## config.mk

```make
export PLATFORM = sky130hd
export DESIGN_NAME = chain_bind_engine
export DESIGN_NICKNAME = d
export VERILOG_FILES = /design/src/rtl/chain_bind_pkg.sv /design/src/rtl/chain_bind_alu.sv /design/src/rtl/chain_bind_ctrl.sv /design/src/rtl/chain_bind_engine.sv
export SDC_FILE = /design/constraint.sdc
export NUM_CORES = 1
export LEC_CHECK = 0
export CELL_PAD_IN_SITES_DETAIL_PLACEMENT = 1
export CELL_PAD_IN_SITES_GLOBAL_PLACEMENT = 1
export CORE_AREA = 3 3 161 163
export CTS_CLUSTER_SIZE = 8
export DETAILED_ROUTE_END_ITERATION = 10
export DIE_AREA = 0 0 164 166
export GPL_ROUTABILITY_DRIVEN = 0
export PLACE_DENSITY = 0.85
export SYNTH_ARGS = -nofsm -noshare
export SYNTH_HDL_FRONTEND = slang
export SYNTH_SLANG_ARGS = --single-unit
```

## constraint.sdc

```tcl
create_clock -name clk -period 3.2 [get_ports clk]
set_clock_uncertainty 0.05 [all_clocks]
set_input_delay 0.64 -clock clk [delete_from_list [all_inputs] [get_ports clk]]
set_output_delay 0.64 -clock clk [all_outputs]
set_load 0.005 [all_outputs]
```

## src/rtl/chain_bind_pkg.sv

```systemverilog
package chain_bind_pkg;
  typedef enum logic [1:0] {
    ST_IDLE  = 2'd0,
    ST_SETUP = 2'd1,
    ST_RUN   = 2'd2
  } bind_state_t;
endpackage

```

## src/rtl/chain_bind_alu.sv

```systemverilog
// Item-wide modular adder/subtractor: one lane per element, carries dropped.
module chain_bind_alu #(
  parameter int ELEM_W     = 4,
  parameter int ITEM_ELEMS = 4,
  localparam int ITEM_W    = ELEM_W * ITEM_ELEMS
) (
  input  logic [ITEM_W-1:0] op_a,
  input  logic [ITEM_W-1:0] op_b,
  input  logic              sub,
  output logic [ITEM_W-1:0] res,
  output logic              eq
);
  genvar e;
  generate
    for (e = 0; e < ITEM_ELEMS; e++) begin : g_lane
      logic [ELEM_W-1:0] a_e, b_e, b_in;
      assign a_e  = op_a[e*ELEM_W +: ELEM_W];
      assign b_e  = op_b[e*ELEM_W +: ELEM_W];
      assign b_in = sub ? ('0 - b_e) : b_e;
      assign res[e*ELEM_W +: ELEM_W] = a_e + b_in;
    end
  endgenerate

  assign eq = (op_a == op_b);
endmodule

```

## src/rtl/chain_bind_ctrl.sv

```systemverilog
// Sequencer: rank check, row-major pair walk, done/overflow/rank registers.
module chain_bind_ctrl
  import chain_bind_pkg::*;
#(
  parameter int MAX_ITEMS = 4,
  localparam int RW = $clog2(MAX_ITEMS + 1),
  localparam int IW = (MAX_ITEMS > 1) ? $clog2(MAX_ITEMS) : 1,
  localparam int PW = 2 * RW
) (
  input  logic          clk,
  input  logic          rst,
  input  logic          req,
  input  logic [RW-1:0] rank_a,
  input  logic [RW-1:0] rank_b,
  output logic          cap,
  output logic          setup,
  output logic          wr_en,
  output logic          first,
  output logic [IW-1:0] idx_a,
  output logic [IW-1:0] idx_b,
  output logic [IW-1:0] slot,
  output logic          busy,
  output logic          done,
  output logic          ovf,
  output logic [RW-1:0] res_rank
);
  localparam logic [PW-1:0] MAX_P = PW'(MAX_ITEMS);

  bind_state_t state;
  logic [PW-1:0] prod;
  logic          too_big, last_b, last_a;

  assign prod    = PW'(rank_a) * PW'(rank_b);
  assign too_big = prod > MAX_P;
  assign last_b  = (RW'(idx_b) + RW'(1)) == rank_b;
  assign last_a  = (RW'(idx_a) + RW'(1)) == rank_a;

  assign cap   = (state == ST_IDLE) && req;
  assign setup = (state == ST_SETUP);
  assign wr_en = (state == ST_RUN);
  assign first = wr_en && (slot == '0);
  assign busy  = (state != ST_IDLE);

  always_ff @(posedge clk) begin
    if (rst) begin
      state    <= ST_IDLE;
      idx_a    <= '0;
      idx_b    <= '0;
      slot     <= '0;
      done     <= 1'b0;
      ovf      <= 1'b0;
      res_rank <= '0;
    end else begin
      done <= 1'b0;
      case (state)
        ST_IDLE: begin
          if (req) begin
            ovf   <= 1'b0;
            state <= ST_SETUP;
          end
        end
        ST_SETUP: begin
          idx_a <= '0;
          idx_b <= '0;
          slot  <= '0;
          ovf   <= too_big;
          res_rank <= too_big ? '0 : RW'(prod);
          if (too_big || prod == '0) begin
            done  <= 1'b1;
            state <= ST_IDLE;
          end else begin
            state <= ST_RUN;
          end
        end
        ST_RUN: begin
          slot <= slot + IW'(1);
          if (last_b) begin
            idx_b <= '0;
            if (last_a) begin
              done  <= 1'b1;
              state <= ST_IDLE;
            end else begin
              idx_a <= idx_a + IW'(1);
            end
          end else begin
            idx_b <= idx_b + IW'(1);
          end
        end
        default: state <= ST_IDLE;
      endcase
    end
  end
endmodule

```

## src/rtl/chain_bind_engine.sv

```systemverilog
// Top: operand capture, ALU, result chain storage, equality flag.
module chain_bind_engine #(
  parameter int ELEM_W     = 4,
  parameter int ITEM_ELEMS = 4,
  parameter int MAX_ITEMS  = 4,
  localparam int ITEM_W    = ELEM_W * ITEM_ELEMS,
  localparam int CW        = MAX_ITEMS * ITEM_W,
  localparam int RW        = $clog2(MAX_ITEMS + 1),
  localparam int IW        = (MAX_ITEMS > 1) ? $clog2(MAX_ITEMS) : 1
) (
  input  logic          clk,
  input  logic          rst,
  input  logic          req,
  input  logic          sub_mode,
  input  logic [CW-1:0] a_chain,
  input  logic [RW-1:0] a_rank,
  input  logic [CW-1:0] b_chain,
  input  logic [RW-1:0] b_rank,
  output logic [CW-1:0] res_chain,
  output logic [RW-1:0] res_rank,
  output logic          eq,
  output logic          done,
  output logic          ovf
);
  logic [CW-1:0]     a_q, b_q;
  logic [RW-1:0]     ra_q, rb_q;
  logic              sub_q;
  logic              cap, setup, wr_en, first, busy;
  logic [IW-1:0]     idx_a, idx_b, slot;
  logic [ITEM_W-1:0] item_a, item_b, item_r;
  logic              alu_eq;

  chain_bind_ctrl #(.MAX_ITEMS(MAX_ITEMS)) u_ctrl (
    .clk(clk), .rst(rst), .req(req), .rank_a(ra_q), .rank_b(rb_q),
    .cap(cap), .setup(setup), .wr_en(wr_en), .first(first),
    .idx_a(idx_a), .idx_b(idx_b), .slot(slot), .busy(busy),
    .done(done), .ovf(ovf), .res_rank(res_rank)
  );

  assign item_a = a_q[idx_a*ITEM_W +: ITEM_W];
  assign item_b = b_q[idx_b*ITEM_W +: ITEM_W];

  chain_bind_alu #(.ELEM_W(ELEM_W), .ITEM_ELEMS(ITEM_ELEMS)) u_alu (
    .op_a(item_a), .op_b(item_b), .sub(sub_q), .res(item_r), .eq(alu_eq)
  );

  always_ff @(posedge clk) begin
    if (rst) begin
      a_q   <= '0;
      b_q   <= '0;
      ra_q  <= '0;
      rb_q  <= '0;
      sub_q <= 1'b0;
    end else if (cap) begin
      a_q   <= a_chain;
      b_q   <= b_chain;
      ra_q  <= a_rank;
      rb_q  <= b_rank;
      sub_q <= sub_mode;
    end
  end

  always_ff @(posedge clk) begin
    if (rst) begin
      res_chain <= '0;
      eq        <= 1'b0;
    end else begin
      if (cap) eq <= 1'b0;
      if (first) eq <= alu_eq;
      if (setup) res_chain <= '0;
      else if (wr_en) res_chain[slot*ITEM_W +: ITEM_W] <= item_r;
    end
  end
endmodule

```

==> out/summary.log <==
qor: status.outcome finished, final reports clean
qor: critical_path.worst-path-max-fanout 12
qor: clock_network.hold_buffers 0
qor: cells_and_area.drive_gt1_share 7.80%
qor: cells_and_area.areaGrowthSynthToFinish 35.0%
qor: routing.dr.first_iter.drc_count 533
qor: sta.finalSetupViolCount 0
qor: critical_path.timing.critical_path.slowest_stage_cell sky130_fd_sc_hd__mux4_2
qor: synth.seq_total_area_yosys 45.7%
qor: sta.tightestPinTransition 0.892 ns
qor: global_routing.number_of_global_route_vias_before_repair 8879
qor: die.placementRows 57
qor: cells_and_area.mostFrequentLayoutCells sky130_fd_sc_hd__nand2_1 (288), sky130_fd_sc_hd__dfxtp_1 (212), sky130_fd_sc_hd__clkdlybuf4s50_1 (206), sky130_fd_sc_hd__a21oi_1 (167), sky130_fd_sc_hd__nor2_1 (83)
qor: routing.wl 31000 µm
qor: global_routing.overflow_after_grt 0
qor: cells_and_area.layout_commonest_cell sky130_fd_sc_hd__nand2_1
qor: critical_path.cp.arrival 3.42 ns
qor: worst_hold_path.hold_path.class reg2reg
qor: critical_path.critPathMaxStageDelay 0.55 ns
qor: clock_network.htree_levels 1
qor: sta.unrepaired_setup_endpoints_after_global_routing true
qor: critical_path.critical_path.cell_chain buf_12, mux4_2, inv_1, ha_1, nand2_1, o21ai_0, ha_1, a21o_1, a21oi_1, xnor3_2, a22oi_1, nor2_1
qor: routing.drc_errors 0
qor: power_and_ir_drop.power-per-cell-area 512 nW/µm²
qor: place.post_dp_cell_area 11800 µm²
qor: sta.finalHoldViolations 0
qor: routing.first_pass_iters 5
qor: die.io-pin-count 208
qor: global_routing.antenna_violations_before_repair 1
qor: cells_and_area.fin_area 12600 µm²
qor: die.die_ar 27200 µm²
qor: die.die_w 164 µm
qor: clock_network.post-cts-setup-buffer-count 0
qor: global_routing.grt_use_total 22.5%
qor: synth.yosysUniqueCellTypes 41
qor: clock_network.tritoncts.num_buffers 30
qor: routing.via_per_inst 5.25
qor: global_routing.grt_max_degree 85
qor: flow_run.max_cap_viol_count 0
qor: clock_network.cts_tree done
qor: sta.final.period_utilization 96.1%
qor: clock_network.clock_tree.root_cell sky130_fd_sc_hd__clkbuf_16
qor: cells_and_area.final_net_count 1442
qor: synth.mappedNetlistArea 9340 µm²
qor: critical_path.cp_required 3.55 ns
qor: sta.finalMaxSlewViolations 0
qor: clock_network.ctsLongestPathBuffers 3
qor: sta.fmax 325 MHz
qor: synth.mean_instance_size_in_the_synthesized_netlist 8.69 µm²
qor: critical_path.critPathLaunchType flop
qor: sta.timing.setup.tns 0 ns
qor: routing.dr_total_vias 8379
qor: power_and_ir_drop.leakagePower 4.72 nW
qor: clock_network.worst_skew_pair.late_latency 0.54 ns
qor: synth.synthesis.instances 1075
qor: synth.synth.yosys.warnings 0
qor: synth.syn-num-nets 1250
qor: critical_path.critPathMostFrequentCell sky130_fd_sc_hd__ha_1
qor: place.io_buffer_count 207
qor: routing.drt-wirelength-per-cell 19.4 µm
qor: die.initial_core_util 38.2%
qor: synth.synth.ff_latch_count 213
qor: global_routing.first_pass_grt_wire_length 49000 µm
qor: place.dp.final_hpwl 22700 µm
qor: die.die-height 166 µm
qor: sta.final.min_clock_period 3.08 ns
qor: die.design.core.area 24500 µm²
qor: routing.postRouteAntennaNets 0
qor: sta.max_slew_margin 40.5%
qor: clock_network.cts.clk_slew.worst_paths 0.05 ns
qor: critical_path.critical_path.endpoint_type flop
qor: power_and_ir_drop.power.ir.vdd_worst 344 µV
qor: clock_network.clock-sinks 213
qor: critical_path.critical_path_class reg2reg
## power breakdown
group,switching (mW),internal [mW]
Clock,1.09,1.69
Combinational,0.453,0.376
Sequential,0.0748,2.77
## timing repair
| action | CTS | global route |
|---|---|---|
| gates cloned | 0 | 0 |
| pin swaps | 4 | 0 |
| gates resized for setup | 2 | 7 |
| endpoints found under the hold margin | 0 | 0 |
| setup endpoints to repair | 16 | 12 |
## final cells by class
cell class,count,area (µm²)
fillers,2807,11900
multi-input cells,761,4690
flip-flops and latches,213,4270
repair buffers,233,2350
clock buffers,34,787
well taps,324,405
inverters,28,105
diodes,2,5.00
## metal layers
metal | global-route usage (%) | part of all wire (%)
met5 | 0 | 0
met1 | 29.9 | 44
met2 | 37.3 | 49
met3 | 3.59 | 5.1
met4 | 7.25 | 2.8
## kinds of logic after synthesis
family                   count (synthesis)  synth area share [%]
AND/OR/NAND/NOR                        423                  18.3
AO/OA/AOI/OAI                          239                  14.6
XOR/XNOR                                30                  3.46
buffers and inverters                  101                  4.52
flip-flops                             213                  45.7
multiplexers                            32                  8.00
adder cells (fa/ha/maj)                 37                  5.44
## synth_stat cells
master                      count  share of area (%)
sky130_fd_sc_hd__nand4_1        3               0.20
sky130_fd_sc_hd__xnor3_2        4                1.0
sky130_fd_sc_hd__a31oi_1        1              0.067
sky130_fd_sc_hd__or3_1          4               0.27
sky130_fd_sc_hd__nand2_1      289                 12
sky130_fd_sc_hd__nand4b_1       2               0.19
sky130_fd_sc_hd__a21oi_1      168                9.0
sky130_fd_sc_hd__and2_1         7               0.47
sky130_fd_sc_hd__ha_1          31                4.2
sky130_fd_sc_hd__a211oi_1       1              0.080
sky130_fd_sc_hd__nor4_1         3               0.20
sky130_fd_sc_hd__nand3b_1       1              0.080
sky130_fd_sc_hd__nand2b_1      11               0.74
sky130_fd_sc_hd__xor2_1        14                1.3
sky130_fd_sc_hd__nor4b_1        1              0.094
sky130_fd_sc_hd__nor2b_1        1              0.067
sky130_fd_sc_hd__nand3_1        7               0.38
sky130_fd_sc_hd__fa_1           6                1.3
sky130_fd_sc_hd__a41oi_1        1              0.094
sky130_fd_sc_hd__a2bb2oi_1      1              0.094
sky130_fd_sc_hd__clkbuf_1      50                2.0
sky130_fd_sc_hd__a22oi_1       48                3.9
sky130_fd_sc_hd__dfxtp_1      213                 46
sky130_fd_sc_hd__o21ai_0        8               0.43
sky130_fd_sc_hd__buf_12         1               0.21
sky130_fd_sc_hd__a21o_1         6               0.48
sky130_fd_sc_hd__xnor2_1       12                1.1
sky130_fd_sc_hd__o31a_1         4               0.38
sky130_fd_sc_hd__mux4_2        25                6.0
sky130_fd_sc_hd__buf_1          8               0.32
sky130_fd_sc_hd__or4b_2         1               0.11
sky130_fd_sc_hd__buf_2         12               0.64
sky130_fd_sc_hd__buf_6          1               0.12
sky130_fd_sc_hd__a211o_1        1              0.094
sky130_fd_sc_hd__inv_1         28                1.1
sky130_fd_sc_hd__nor2_1        83                3.3
sky130_fd_sc_hd__buf_4          1              0.080
sky130_fd_sc_hd__or4_1          2               0.16
sky130_fd_sc_hd__nor3_1         7               0.38
sky130_fd_sc_hd__or2_2          1              0.067
sky130_fd_sc_hd__mux4_1         7                2.0
## path summary, 6_finish.rpt
check                                             startpoint                          to  slack [ns]  cells after the start
worst min-delay path                    b_q[39]$_SDFFE_PP0P_        b_q[39]$_SDFFE_PP0P_        0.40                      2
worst max register to register  u_ctrl.idx_b[0]$_SDFFE_PP0P_  res_chain[15]$_SDFFE_PP0P_        0.12                     12
worst max-delay path            u_ctrl.idx_b[0]$_SDFFE_PP0P_  res_chain[15]$_SDFFE_PP0P_        0.12                     12
worst min register to register          b_q[39]$_SDFFE_PP0P_        b_q[39]$_SDFFE_PP0P_        0.40                      2
## metrics by stage
stage / instances / utilization [%] / power [mW] / worst slack (ns) / hold WS (ns)
after floorplan: 1075 / - / 3.31 / 0.230 / 0.382
after global placement: 1559 / 48.2 / 3.69 / 0.0760 / 0.388
after detailed placement: 1559 / 48.2 / 3.72 / -0.0617 / 0.396
after CTS: 1593 / 51.4 / 6.49 / 0.0539 / 0.402
after global routing: 1594 / 51.5 / 6.71 / -0.0217 / 0.427
final: 1595 / 51.5 / 6.45 / 0.124 / 0.400
## state kept, by name (all words and copies together) (netlist names)
signal	count
ra_q	3
u_ctrl.idx_a	2
u_ctrl.res_rank	3
b_q	64
u_ctrl.ovf	1
res_chain	64
rb_q	3
sub_q	1
u_ctrl.state	2
a_q	64
u_ctrl.done	1
u_ctrl.idx_b	2
u_ctrl.slot	2
eq	1
## worst max-delay path, delay by kind of cell, from the launching register on
| family | cells | cell delay (ns) |
|---|---|---|
| compound gates | 4 | 0.68 |
| fa+ha+maj | 2 | 0.55 |
| simple gates | 2 | 0.15 |
| xor+xnor | 1 | 0.33 |
| buf+inv | 2 | 0.25 |
| flops | 1 | 0.37 |
| mux | 1 | 0.55 |
No activity file was read; power rests on OpenSTA's default activity.
